File: src/rtl/pt_walker.sv
module pt_walker (
  input  logic        clk,
  input  logic        rst_n,
  input  logic [31:0] root_base,
  input  logic        req_valid,
  input  logic [31:0] req_vaddr,
  input  logic        req_write,
  input  logic        req_user,
  output logic        busy,
  output logic        mem_req,
  output logic        mem_we,
  output logic [31:0] mem_addr,
  output logic [31:0] mem_wdata,
  input  logic        mem_ack,
  input  logic [31:0] mem_rdata,
  output logic        done,
  output logic [31:0] paddr,
  output logic        cache_off,
  output logic        write_thru,
  output logic        fault,
  output logic [1:0]  fault_cause,
  output logic        fault_level
);
  localparam int B_PRES  = 0;
  localparam int B_WR    = 1;
  localparam int B_USR   = 2;
  localparam int B_WT    = 3;
  localparam int B_CD    = 4;
  localparam int B_ACC   = 5;
  localparam int B_DIRTY = 6;
  localparam int B_LARGE = 7;

  typedef enum logic [2:0] {S_IDLE, S_RD_DIR, S_WB_DIR, S_RD_PG, S_WB_PG} st_t;

  st_t         state;
  logic [31:0] va;
  logic [31:0] ent;
  logic [19:0] dir_frame;
  logic        wr, usr;
  logic [1:0]  cause_c;
  logic        at_dir;

  assign at_dir   = (state == S_RD_DIR) || (state == S_WB_DIR);
  assign busy     = (state != S_IDLE);
  assign mem_req  = busy;
  assign mem_we   = (state == S_WB_DIR) || (state == S_WB_PG);
  assign mem_addr = at_dir ? {root_base[31:12], va[31:22], 2'b00}
                           : {dir_frame, va[21:12], 2'b00};

  always_comb begin
    mem_wdata        = ent;
    mem_wdata[B_ACC] = 1'b1;
    if (state == S_WB_PG && wr) mem_wdata[B_DIRTY] = 1'b1;
  end

  always_comb begin
    if (!mem_rdata[B_PRES])            cause_c = 2'd1;
    else if (wr && !mem_rdata[B_WR])   cause_c = 2'd2;
    else if (usr && !mem_rdata[B_USR]) cause_c = 2'd3;
    else                               cause_c = 2'd0;
  end

  always_ff @(posedge clk) begin
    if (!rst_n) begin
      state       <= S_IDLE;
      va          <= '0;
      ent         <= '0;
      dir_frame   <= '0;
      wr          <= 1'b0;
      usr         <= 1'b0;
      done        <= 1'b0;
      fault       <= 1'b0;
      paddr       <= '0;
      cache_off   <= 1'b0;
      write_thru  <= 1'b0;
      fault_cause <= 2'd0;
      fault_level <= 1'b0;
    end else begin
      done  <= 1'b0;
      fault <= 1'b0;
      case (state)
        S_IDLE: if (req_valid) begin
          va    <= req_vaddr;
          wr    <= req_write;
          usr   <= req_user;
          state <= S_RD_DIR;
        end
        S_RD_DIR, S_RD_PG: if (mem_ack) begin
          if (cause_c != 2'd0) begin
            fault       <= 1'b1;
            fault_cause <= cause_c;
            fault_level <= (state == S_RD_PG);
            state       <= S_IDLE;
          end else begin
            ent   <= mem_rdata;
            state <= (state == S_RD_DIR) ? S_WB_DIR : S_WB_PG;
          end
        end
        S_WB_DIR: if (mem_ack) begin
          if (ent[B_LARGE]) begin
            done       <= 1'b1;
            paddr      <= {ent[31:22], va[21:0]};
            cache_off  <= ent[B_CD];
            write_thru <= ent[B_WT];
            state      <= S_IDLE;
          end else begin
            dir_frame <= ent[31:12];
            state     <= S_RD_PG;
          end
        end
        S_WB_PG: if (mem_ack) begin
          done       <= 1'b1;
          paddr      <= {ent[31:12], va[11:0]};
          cache_off  <= ent[B_CD];
          write_thru <= ent[B_WT];
          state      <= S_IDLE;
        end
        default: state <= S_IDLE;
      endcase
    end
  end


  hold_req_chk: assert property (@(posedge clk) disable iff (!rst_n)
    mem_req && !mem_ack |=> mem_req && $stable(mem_addr) && $stable(mem_we) && $stable(mem_wdata));


  one_outcome_chk: assert property (@(posedge clk) disable iff (!rst_n) !(done && fault));


  done_pulse_chk: assert property (@(posedge clk) disable iff (!rst_n) done |=> !done);


  fault_code_chk: assert property (@(posedge clk) disable iff (!rst_n) fault |-> fault_cause != 2'd0);


  accessed_wb_chk: assert property (@(posedge clk) disable iff (!rst_n)
    mem_we && mem_ack |-> mem_wdata[B_ACC]);


  dir_no_dirty_chk: assert property (@(posedge clk) disable iff (!rst_n)
    (state == S_WB_DIR) |-> mem_wdata[B_DIRTY] == ent[B_DIRTY]);


  accept_chk: assert property (@(posedge clk) disable iff (!rst_n) $rose(busy) |-> $past(req_valid));
endmodule

File: config.mk
export PLATFORM = sky130hd
export DESIGN_NAME = pt_walker
export DESIGN_NICKNAME = d
export VERILOG_FILES = /design/src/rtl/pt_walker.sv
export SDC_FILE = /design/constraint.sdc
export NUM_CORES = 1
export LEC_CHECK = 0
export BUFFER_PORTS_ARGS = -buffer_cell sky130_fd_sc_hd__buf_4
export CAP_MARGIN = 20
export CORE_ASPECT_RATIO = 0.9
export CORE_UTILIZATION = 40
export DETAILED_ROUTE_END_ITERATION = 10
export PLACE_DENSITY = 0.77
export SLEW_MARGIN = 20
export SYNTH_ARGS = -nofsm -noshare
export SYNTH_HDL_FRONTEND = slang
export SYNTH_SLANG_ARGS = --single-unit
File: constraint.sdc
create_clock -name clk -period 1.7 [get_ports clk]
set_input_delay 0.17 -clock clk [delete_from_list [all_inputs] [get_ports clk]]
set_output_delay 0.17 -clock clk [all_outputs]
set_load 0.005 [all_outputs]
Word level (Yosys, flattened, before mapping):

Cells that the tools add are included.
Widths: inputs -> output; s select.

* bits in registers: 128
* output and inout bits: 106
* logic and storage cells: 73

* equality and inequality tests: 9
* mux-type cells: 30
* bitwise gates (word level): 2
* reductions and logical operators: 19

Operators with widths (number)
* $mux 32: 4
* $pmux 32 s2: 1
* $mux 3: 6
* $pmux 3 s4: 1
* $reduce_and 3->1: 4
* $mux 1: 11
* $ne 2x2->1 const B: 5
* $mux 2: 4
* $reduce_and 4->1: 2
* $eq 3x2->1 const B: 2
* $pmux 1 s2: 3
* $reduce_bool 2->1: 2
* $eq 3x1->1 const B: 1
* $eq 3x3->1 const B: 1
* $logic_and 1x1->1: 3
* $logic_not 3->1: 1
* $reduce_bool 3->1: 1
* $logic_not 1->1: 2
* $logic_or 1x1->1: 2
* $not 1->1: 2
* $reduce_and 2->1: 1
* $reduce_or 2->1: 1

Longest topological paths before layout:

Gate-level depths: netlist (run 1).

* word-level depth: 9
* depth in mapped cells: 6
* gate-level depth less buffers: 4

Least setup slack after synthesis (run 1):

No wires, ideal clock.

* path type: register to output
* start: register state[0]
* end: output mem_addr[10]
* arrival: 1.261 ns
* path slack: 0.269 ns
* stages on the path, launching flop included: 6
* cells stage by stage: dfxtp_1 -> buf_4 -> xnor2_1 -> nor2_1 -> buf_4 -> mux2_1

* cells in the longest elaborated chain, start to end: 3

RTL lines
* from (decl): line 35 `st_t state;`
* from (signal assigned): line 96 `state <= (state == S_RD_DIR) ? S_WB_DIR : S_WB_PG;`
* $eq 3x1->1 / $eq 3x2->1 (equally long branches): line 43 `assign at_dir = (state == S_RD_DIR) || (state == S_WB_DIR);`
* $logic_or 1x1->1 (*): line 43
* $mux 32 (*): line 47 `assign mem_addr = at_dir ? {root_base[31:12], va[31:22], 2'b00}`
* to (decl): line 12 `output logic [31:0] mem_addr,`

Mark *: on every way between the ends. The rest lies on a longest branch, timed or not.

Worst setup path in the final report (run 1):

* start: register state[0]
* end: output mem_addr[7]

The elaborated chain is that of the path after synthesis.

==> results of run 1 <==
-- metal layers --
layer | vias to the layer above | share of wire [%] | global-route usage, % | routed length (um)
li1 | 2565 | - | - | -
met1 | 2347 | 43 | 26.9 | 6780
met2 | 187 | 47 | 35.5 | 7390
met3 | 23 | 7.4 | 7.58 | 1150
met4 | 0 | 1.8 | 8.43 | 286
met5 | - | 0 | 0 | 0
-- cells in the final DEF, fill, tap and decap left out, types with 3 or more instances in the layout --
cell,instances
a21boi_0,3
a21oi_1,65
and2_1,3
buf_12,5
buf_4,175
buf_6,30
clkbuf_16,18
clkinv_2,6
clkinvlp_4,3
conb_1,3
dfxtp_1,124
dfxtp_2,3
dlygate4sd3_1,54
inv_1,3
mux2_4,28
mux2i_1,10
nand2_1,167
nand2b_1,4
nand3_1,56
o21ai_0,36
o21ai_1,30
-- synthesized netlist by cell type (2+ instances only) --
library cell	number
a21boi_0	3
inv_1	3
nor2_1	4
dfxtp_1	127
buf_2	8
o21ai_0	36
mux2_1	30
a21oi_1	66
conb_1	2
nand3_1	56
buf_4	43
a211oi_1	2
clkbuf_1	23
buf_6	8
a21oi_2	2
and2_1	3
nand2_1	167
o21ai_1	30
buf_1	3
nand2b_1	5
mux2i_1	10
-- critical path: stages, from the launching register on --
cell     delay [ps]
dfxtp_2         330
xnor2_2         140
nor2_4          110
buf_6           140
buf_16          150
mux2_1          330
buf_4           140
-- repair_timing --
item	4_1_cts	5_1_grt
pin swaps	0	1
hold endpoints to repair	54	0
cloned	2	1
resized for setup	37	32
buffers inserted	3	0
endpoints found under the setup margin	34	34
hold buffers	54	0
-- registers in the layout (all words and copies together), names as in the netlist, 2 cells and up --
| name | count |
|---|---|
| paddr | 32 |
| va | 32 |
| ent | 31 |
| dir_frame | 20 |
| state | 3 |
| fault_cause | 2 |
-- power breakdown --
part	internal, uW	switching, uW
logic	644	465
clock network	2130	1320
registers	3060	63.8
total	5830	1840
-- final cells by class --
class	count	area (um^2)
Clock buffer	19	433
Clock inverter	12	121
Fill cell	1040	4780
Inverter	4	15.0
Multi-Input combinational cell	435	2450
Sequential cell	127	2550
Tap cell	164	205
Timing Repair Buffer	267	2370
-- metrics by stage --
stage / total power (uW) / cells / instance area [um^2] / hold slack (ps)
2_1_floorplan: 3590 / 651 / 5390 / 303
3_3_place_gp: 3950 / 937 / 6700 / 410
6_report: 7680 / 1028 / 8150 / 18.3
3_5_place_dp: 3970 / 937 / 6700 / 420
5_1_grt: 7960 / 1028 / 8150 / 3.59
4_1_cts: 7640 / 1027 / 8000 / 0.825
-- worst min-delay path by stage --
| stage | from | endpoint | slack [ps] | cells past startpoint |
|---|---|---|---|---|
| after detailed placement | mem_rdata[15] | ent[15]$_SDFFE_PN0P_ | 420 | 3 |
| after global placement | mem_rdata[11] | ent[11]$_SDFFE_PN0P_ | 410 | 3 |
| final | req_vaddr[10] | va[10]$_SDFFE_PN0P_ | 20 | 3 |
| after floorplan | mem_rdata[10] | ent[10]$_SDFFE_PN0P_ | 300 | 2 |
| after global routing | req_vaddr[22] | va[22]$_SDFFE_PN0P_ | 4 | 3 |
| after CTS | mem_rdata[22] | ent[22]$_SDFFE_PN0P_ | 0.8 | 3 |
-- logic make-up (layout without fill, tap and decap cells) --
group,count (synthesis),count (layout)
simple gates,244,244
compound gates,147,147
flops,127,127
buf+inv,89,302
mux,40,40
other cells,2,3
xor+xnor,1,1
==> summary.md, run 1 <==
| Metric | Value |
|---|---|
| Status | `complete, but fails checks` |
| Violated checks | `negative setup slack` |
| HP Class | `input pin to flop` |
| Initial antenna violation count | `0` |
| CP endpoint | `mem_addr[7]` |
| GRT Overall Usage | `22.0%` |
| RSZ-0062 raised after global routing | `true` |
| Worst setup margin | `-236 ps` |
| Routability congestion estimate | `0.801` |
| WL final | `15.6 mm` |
| LEAKAGE | `0.00342 uW` |
| Power per Cell Area | `942 nW/um^2` |
| Ys Warns | `0` |
| Max Clk Rate | `between 500 and 600 MHz` |
| Vias/cell | `4.98` |
| Post-synthesis xor/xnor area fraction | `0.162%` |
| Yosys top cell by area | `dfxtp_1` |
| Clock transition at path regs | `60 ps` |
| CTS H-tree depth | `4` |
| R2r setup slk | `between 100 and 150 ps` |
| Global-route wire length before repair | `24.2 mm` |
| Max_cap viols | `0` |
| Root buffer cell | `clkbuf_16` |
| Synth Flop Type | `dfxtp_1` |
| Core area | `12900 um^2` |
| Fin. Hold Viols | `0` |
| Port bufs | `191` |
| Clock Latency Late Sink | `420 ps` |
| Drt first pass iters | `4` |
| Final Util | `63.0%` |
| Synth area leaders | `dfxtp_1, nand2_1, mux2_1, a21oi_1, buf_4` |
| Bufs on Longest Clock Path | `2` |
| Final ANT Viol Nets | `0` |
| Post-synthesis sequential area ratio | `47.2%` |
| Die height | `roughly 110 um` |
| Largest family of logic cells by synthesized area | `simple AND/OR/NAND/NOR gates` |
| Slew Limit Fails | `0` |
| Share of layout cells above drive strength 1 | `roughly 33%` |
| Synth-to-layout area growth | `51.2%` |
| Routed vias | `between 5000 and 6000` |
| Die X | `124 um` |
| CP arrival | `1770 ps` |
| Routed len/inst | `15.2 um` |
| CTS tree | `done` |
| Synth async-reset ratio | `0%` |
| Post-synthesis mux area share | `slightly above 8%` |
| Reg2reg end | `ent[16]$_SDFFE_PN0P_` |
| Skew final | `between 8 and 9 ps` |
| CTS sink count | `127` |
| Vias in the first global route | `approximately 4800` |
| Largest net degree at the start of global routing | `80` |
| EDFF count, synth | `0` |
| # rows | `39` |
| GRT overflow | `0` |
| CP endpoint kind | `primary output` |
| Adder-Cell Fraction of Synth Area | `0%` |
| Antenna fix cells | `0` |
| Ports | `between 200 and 250` |
| Final setup TNS | `-5850 ps` |
| Starting Density | `41.7%` |
| Worst setup SP type | `flop` |
| Fin nets | `between 900 and 1000` |
| Library cells used by synthesis | `40` |
| DR DRC count | `0` |
| Tcrit/Tclk final | `114%` |
| Post-layout minimum cycle time | `1940 ps` |
| Worst Path Max Fanout | `8` |
| Full die area | `13900 um^2` |
| Reg-to-reg startpoint | `state[0]$_SDFFE_PN0P_` |
| CP Class | `flop to primary output` |
| Syn Area/Cell | `around 8.3 um^2` |
| Simple-Gate Fraction of Synth Area | `19.4%` |
| Req. time, crit path | `1530 ps` |
| Worst setup startpoint | `state[0]$_SDFFE_PN0P_` |
| CTS buffer count | `17` |
| Endpoints failing setup | `31` |
| Post-Syn Area | `5390 um^2` |
| Post-DP HPWL | `9.30 mm` |
| FF-to-FF path depth | `6` |
| Iter 0 DRT Violations | `around 270` |
| Synth Area in Compound Gates | `14.5%` |
| Worst slack, placed | `around 11 ps` |
| Peak supply drop | `0.000708 V` |
| #FFs+latches synth | `127` |
| Yosys top cell area share | `47.2%` |
| Syn Inst Count | `650` |
No activity file was read; power rests on OpenSTA's default activity.
==> run 2: changes to the inputs <==
--- a/config.mk
+++ b/config.mk
@@ -8,10 +8,11 @@
 export BUFFER_PORTS_ARGS = -buffer_cell sky130_fd_sc_hd__buf_4
 export CAP_MARGIN = 20
 export CORE_ASPECT_RATIO = 0.9
-export CORE_UTILIZATION = 40
+export CORE_UTILIZATION = 45
 export DETAILED_ROUTE_END_ITERATION = 10
-export PLACE_DENSITY = 0.77
+export PLACE_DENSITY = 0.84
 export SLEW_MARGIN = 20
 export SYNTH_ARGS = -nofsm -noshare
 export SYNTH_HDL_FRONTEND = slang
 export SYNTH_SLANG_ARGS = --single-unit
+export TNS_END_PERCENT = 5
==> run 2 against run 1 <==
  * The run still ends with negative setup slack left
  * Hold slack lost 5.3 ps
  * Clock skew grew 2.4 ps
  * Total power grew 0.21%
  * Critical path depth is the same
  * Largest power group unchanged
==> summary.md, run 2 (synthesis results as in run 1) <==
| Metric | Value |
|---|---|
| Clock transition at path regs | `50 ps (about the same)` |
| Design area | `7660 um^2 (-6.0%)` |
| LEAKAGE | `0.00323 uW (-5.7%)` |
| Core area | `11500 um^2 (-11%)` |
| Final Util | `66.5% (+3.5 points)` |
| DP Area | `6730 um^2 (+0.34%)` |
| WL final | `14.4 mm (-7.4%)` |
| Worst path buffer plus inverter count | `3 (unchanged)` |
| Global-route wire length before repair | `22.1 mm (-8.3%)` |
| Skew final | `11.1 ps (+2.40 ps)` |
| GRT Overall Usage | `22.4% (+0.40 points)` |
| Commonest non-fill, non-tap cells in the layout | `buf_4, nand2_1, dfxtp_1, a21oi_1, nand3_1` |
| RSZ-0062 raised after global routing | `true` |
| Vias in the first global route | `4476 (-7.4%)` |
| Port bufs | `191 (unchanged)` |
| Total design power | `7690 uW (+0.21%)` |
| Worst Path Max Fanout | `7 (-1)` |
| CP arrival | `1740 ps (-30 ps)` |
| CTS buffer count | `17 (unchanged)` |
| CP Class | `flop to primary output` |
| Starting Density | `46.8% (+5.1 points)` |
| CTS H-tree depth | `4 (unchanged)` |
| Worst slew margin | `65.6%` |
| Non-Filler Instances | `973 (-5.4%)` |
| CP endpoint kind | `primary output` |
| Ports | `208 (unchanged)` |
| Worst setup margin | `-209 ps (+27.2 ps)` |
| Tcrit/Tclk final | `112% (-1.6 points)` |
| Post-layout minimum cycle time | `1910 ps (-27.2 ps)` |
| Routed len/inst | `14.8 um (-2.2%)` |
| Biggest regs | `paddr x32, va x32, ent x31` |
| Max Clk Rate | `524 MHz (+1.4%)` |
| Placed cell count | `930 (-0.75%)` |
| Worst setup SP type | `flop` |
| Crit path cell chain | `xnor2_2 > nor2_4 > buf_6 > buf_8 > mux2_1 > buf_4` |
| Fin nets | `907 (-4.9%)` |
| Violated checks | `negative setup slack` |
| Worst-margin pin slew | `516 ps` |
| Max incr delay on CP | `330 ps (about the same)` |
| Worst path slowest cell | `dfxtp_2` |
| Antenna fix cells | `0 (unchanged)` |
| Drt first pass iters | `4 (unchanged)` |
| Routed vias | `4888 (-4.6%)` |
| Die height | `106 um (-5.6%)` |
| Share of layout cells above drive strength 1 | `34.3% (+1.1 points)` |
| Vias/cell | `5.02 (+0.83%)` |
| Bufs on Longest Clock Path | `2 (unchanged)` |
| CTS tree | `done` |
| Fin. Hold Viols | `0 (unchanged)` |
| Initial antenna violation count | `0 (unchanged)` |
| Max_cap viols | `0 (unchanged)` |
| DR DRC count | `0 (unchanged)` |
| Endpoints failing setup | `31 (unchanged)` |
| # rows | `37 (-5.1%)` |
| Final ANT Viol Nets | `0 (unchanged)` |
| Commonest non-fill, non-tap cell in the layout | `buf_4` |
| Synth-to-layout area growth | `42.2%` |
| Routability congestion estimate | `0.770 (-3.9%)` |
| CP Depth | `6 (unchanged)` |
| FF-to-FF path depth | `6 (unchanged)` |
| Root buffer cell | `clkbuf_16` |
| Full die area | `12400 um^2 (-11%)` |
| Largest net degree at the start of global routing | `130 (+63%)` |
| WHS Path Cells | `3 (unchanged)` |
| Clock Latency Late Sink | `400 ps (-20 ps)` |
| Iter 0 DRT Violations | `345 (+30%)` |
| Post-DP HPWL | `9.23 mm (-0.77%)` |
| Peak supply drop | `0.000753 V (+6.3%)` |
| Die X | `117 um (-5.6%)` |
| HP Class | `input pin to flop` |
| Status | `complete, but fails checks` |
| Req. time, crit path | `1530 ps (about the same)` |
| Power per Cell Area | `1000 nW/um^2 (+6.6%)` |
| CTS sink count | `127 (unchanged)` |
| Slew Limit Fails | `0 (unchanged)` |
| GRT overflow | `0 (unchanged)` |
| Delay-heaviest family, CP | `buffers and inverters` |
-- run 2: cell count changes in the layout (fill, tap and decap cells not counted), moves of 3 or more --
cell | previous run | this run
clkbuf_8 | 0 | 4
buf_6 | 30 | 25
mux2_4 | 28 | 23
clkinv_2 | 6 | 2
buf_4 | 175 | 178
mux2_1 | 2 | 7
dlygate4sd3_1 | 54 | 7
-- run 2: tightest hold or removal path, cell delays in order --
cell and delay [ps]:
buf_4 70, nand2_1 40, o21ai_1 90
-- run 2: final cells by class --
type                            count  area, um^2
Clock inverter                      9         109
Tap cell                          156         195
Fill cell                         935        3860
Clock buffer                       22         484
Sequential cell                   127        2550
Multi-Input combinational cell    435        2420
Inverter                            4        15.0
Timing Repair Buffer              220        1890
-- run 2: what timing repair did --
item / CTS / global route
pin swaps: 0 / 1
buffers inserted: 0 / 2
setup endpoints to repair: 31 / 55
gates cloned: 0 / 3
hold buffers: 6 / 1
endpoints found under the hold margin: 6 / 1
gates resized for setup: 1 / 53
-- run 2: metal layers --
layer,routed length [um],up-vias,share of wire [%],track usage [%]
met5,0,-,0,0
met4,136,0,0.94,5.75
met3,826,11,5.7,7.25
met2,7020,154,49,37.2
met1,6470,2261,45,27.9
li1,-,2462,-,-
-- run 2: path summary, 6_finish.rpt --
check,start,end,slack (ps)
min,mem_rdata[3],ent[3]$_SDFFE_PN0P_,10
max reg2reg,state[0]$_SDFFE_PN0P_,ent[21]$_SDFFE_PN0P_,110
max,state[0]$_SDFFE_PN0P_,mem_addr[21],-210
min reg2reg,dir_frame[6]$_SDFFE_PN0P_,dir_frame[6]$_SDFFE_PN0P_,450
-- run 2: per-stage QoR --
step	setup WS [ps]	TNS, ps	hold WS [ps]
after detailed placement	101	0	419
after floorplan	269	0	303
final	-209	-5870	12.9
after global placement	159	0	410
after CTS	-217	-6230	0.519
after global routing	-286	-8350	0.278
-- run 2: where the power goes --
| part | switching, uW | internal (uW) |
|---|---|---|
| Clock | 1290 | 2300 |
| Combinational | 427 | 551 |
| Sequential | 62.0 | 3060 |
==> run 3: changes to the inputs <==
--- a/config.mk
+++ b/config.mk
@@ -8,9 +8,9 @@
 export BUFFER_PORTS_ARGS = -buffer_cell sky130_fd_sc_hd__buf_4
 export CAP_MARGIN = 20
 export CORE_ASPECT_RATIO = 0.9
-export CORE_UTILIZATION = 45
+export CORE_UTILIZATION = 49
 export DETAILED_ROUTE_END_ITERATION = 10
-export PLACE_DENSITY = 0.84
+export PLACE_DENSITY = 0.89
 export SLEW_MARGIN = 20
 export SYNTH_ARGS = -nofsm -noshare
 export SYNTH_HDL_FRONTEND = slang
==> run 3 against run 2 <==
  * Non-clock buffer count fell by 11
  * Total power rose by 2.0%
  * The run still ends with negative setup slack left
  * Largest cell class unchanged
  * Sequential power barely moved
  * Utilization rose by 3.9 points
  * Register-to-register slack improved by 30 ps
  * Final area fell by 3.9%
  * Clock power rose by 9.7%
==> summary.md, run 3 (synthesis results as in run 1) <==
| Metric | Value |
|---|---|
| WHS Path Cells | `3 (unchanged)` |
| DR DRC count | `0 (unchanged)` |
| Clock Latency Late Sink | `390 ps (about the same)` |
| RSZ-0062 raised after global routing | `true` |
| Drt first pass iters | `4 (unchanged)` |
| Design area | `7370 um^2 (-3.9%)` |
| Port bufs | `191 (unchanged)` |
| Clock power frac | `50.2% (+3.5 points)` |
| WHS Endpoint | `ent[10]$_SDFFE_PN0P_` |
| Synth-to-layout area growth | `36.7%` |
| Power per Cell Area | `1070 nW/um^2 (+6.1%)` |
| # rows | `35 (-5.4%)` |
| Slew Limit Fails | `0 (unchanged)` |
| Fillers | `802 (-14%)` |
| Endpoints failing setup | `30 (-3.2%)` |
| Iter 0 DRT Violations | `241 (-30%)` |
| Core area | `10500 um^2 (-9.2%)` |
| Global-route wire length before repair | `20.9 mm (-5.5%)` |
| Worst setup margin | `-190 ps (+18.5 ps)` |
| Final setup TNS | `-4960 ps (+913 ps)` |
| CTS H-tree depth | `4 (unchanged)` |
| Placed cell count | `904 (-2.8%)` |
| Peak supply drop | `0.000778 V (+3.4%)` |
| Routed len/inst | `14.3 um (-3.5%)` |
| CTS sink count | `127 (unchanged)` |
| Worst setup SP type | `flop` |
| Skew final | `7.72 ps (-3.34 ps)` |
| Commonest non-fill, non-tap cell in the layout | `buf_4` |
| Bufs on Longest Clock Path | `2 (unchanged)` |
| Worst Path Max Fanout | `30 (+23)` |
| Post-layout minimum cycle time | `1890 ps (-18.5 ps)` |
| Net Sw Frac | `21.9% (-1.2 points)` |
| CTS buffer count | `17 (unchanged)` |
| Clock transition at path regs | `60 ps (about the same)` |
| GRT Overall Usage | `23.4% (+1.0 points)` |
| CP Class | `flop to primary output` |
| GRT overflow | `0 (unchanged)` |
| Switching Power | `1720 uW (-3.2%)` |
| Commonest non-fill, non-tap cells in the layout | `buf_4, nand2_1, dfxtp_1, a21oi_1, nand3_1` |
| Met2 Track Usage GR | `39.9% (+2.8 points)` |
| Comb pwr share | `10.1% (-2.6 points)` |
| Antenna fix cells | `0 (unchanged)` |
| Flop pwr share | `39.8% (-0.8 points)` |
| Post-DP HPWL | `9.57 mm (+3.7%)` |
| Ports | `208 (unchanged)` |
| Gr busiest metal | `met2` |
| CTS tree | `done` |
| Final ANT Viol Nets | `0 (unchanged)` |
| Full die area | `11400 um^2 (-8.0%)` |
| Die height | `102 um (-4.1%)` |
| Routability congestion estimate | `0.808 (+4.9%)` |
| Violated checks | `negative setup slack` |
| Grt met1 use | `28.8% (+0.89 points)` |
| Tcrit/Tclk final | `111% (-1.1 points)` |
| Hold Crit Start | `mem_rdata[10]` |
| Vias/cell | `5.14 (+2.3%)` |
| DP Area | `6690 um^2 (-0.58%)` |
| Fin. Hold Viols | `0 (unchanged)` |
| FF-to-FF path depth | `6 (unchanged)` |
| Vias in the first global route | `4285 (-4.3%)` |
| Fin nets | `896 (-1.2%)` |
| Biggest regs | `paddr x32, va x32, ent x31` |
| Req. time, crit path | `1530 ps (about the same)` |
| LEAKAGE | `0.00314 uW (-2.6%)` |
| Starting Density | `51.5% (+4.7 points)` |
| Routed vias | `4804 (-1.7%)` |
| R2r setup slk | `140 ps (+30 ps)` |
| Reg-to-reg startpoint | `state[0]$_SDFFE_PN0P_` |
| WL final | `13.4 mm (-7.2%)` |
| Share of layout cells above drive strength 1 | `31.6% (-2.6 points)` |
| Die X | `113 um (-4.1%)` |
| Reg2reg end | `va[19]$_SDFFE_PN0P_` |
| Max_cap viols | `0 (unchanged)` |
| Initial antenna violation count | `0 (unchanged)` |
| Power Internal | `6120 uW (+3.5%)` |
| Root buffer cell | `clkbuf_16` |
| Non-Filler Instances | `935 (-3.9%)` |
| Max Clk Rate | `529 MHz (+0.98%)` |
| M3 GR Usage | `7.18% (-0.070 points)` |
| CP arrival | `1720 ps (-20 ps)` |
| HP Class | `input pin to flop` |
| CP endpoint kind | `primary output` |
| Status | `complete, but fails checks` |
| Largest net degree at the start of global routing | `91 (-30%)` |
[run 3: metal layers]
metal / wire [um] / up-vias / share of wire, %
met5: 0 / - / 0
met4: 153 / 0 / 1.1
met3: 910 / 10 / 6.8
met2: 6490 / 162 / 48
met1: 5850 / 2184 / 44
li1: - / 2448 / -
[run 3: worst max-delay path by stage]
stage / from / end / slack (ps) / cells past startpoint
5_1_grt: state[0]$_SDFFE_PN0P_ / mem_addr[18] / -260 / 5
3_5_place_dp: state[2]$_SDFFE_PN0P_ / ent[12]$_SDFFE_PN0P_ / 30 / 5
4_1_cts: state[0]$_SDFFE_PN0P_ / mem_addr[23] / -210 / 5
6_report: state[0]$_SDFFE_PN0P_ / mem_addr[12] / -190 / 5
3_3_place_gp: state[2]$_SDFFE_PN0P_ / ent[17]$_SDFFE_PN0P_ / 90 / 5
2_1_floorplan: state[0]$_SDFFE_PN0P_ / mem_addr[10] / 270 / 5
[run 3: timing repair]
action	4_1_cts	5_1_grt
gates resized for setup	6	3
endpoints found under the setup margin	32	61
hold buffers	0	0
buffers inserted	0	0
[run 3: metrics by stage]
stage | hold WS (ps) | total power (uW) | setup slack, ps | util [%]
final | 16.4 | 7850 | -190 | 70.4
after global routing | 3.62 | 8130 | -259 | 70.4
after CTS | 3.71 | 7900 | -211 | 70.3
after detailed placement | 419 | 3970 | 34.8 | 63.9
after global placement | 411 | 3950 | 93.3 | 63.9
after floorplan | 303 | 3590 | 269 | -
[run 3: layout make-up]
cell class	count	area, um^2	share of cell area (%)
Sequential cell	127	2540	34.6
Multi-Input combinational cell	435	2350	31.8
Timing Repair Buffer	209	1650	22.4
Clock buffer	18	439	5.96
Clock inverter	13	211	2.87
Tap cell	129	161	2.19
Inverter	4	15.0	0.204
[run 3: power groups by stage]
stage	Clock [uW]	Combinational (uW)	Sequential (uW)
2_1_floorplan	0	432	3160
3_3_place_gp	0	769	3180
3_5_place_dp	0	786	3180
4_1_cts	3990	790	3120
5_1_grt	4130	869	3130
6_report	3940	790	3120
[run 3: critical path, cell delays in order (launching register included)]
cell and delay (ps):
dfxtp_1 320, xnor2_1 160, nor2_4 110, buf_12 200
mux2_1 360, buf_4 140
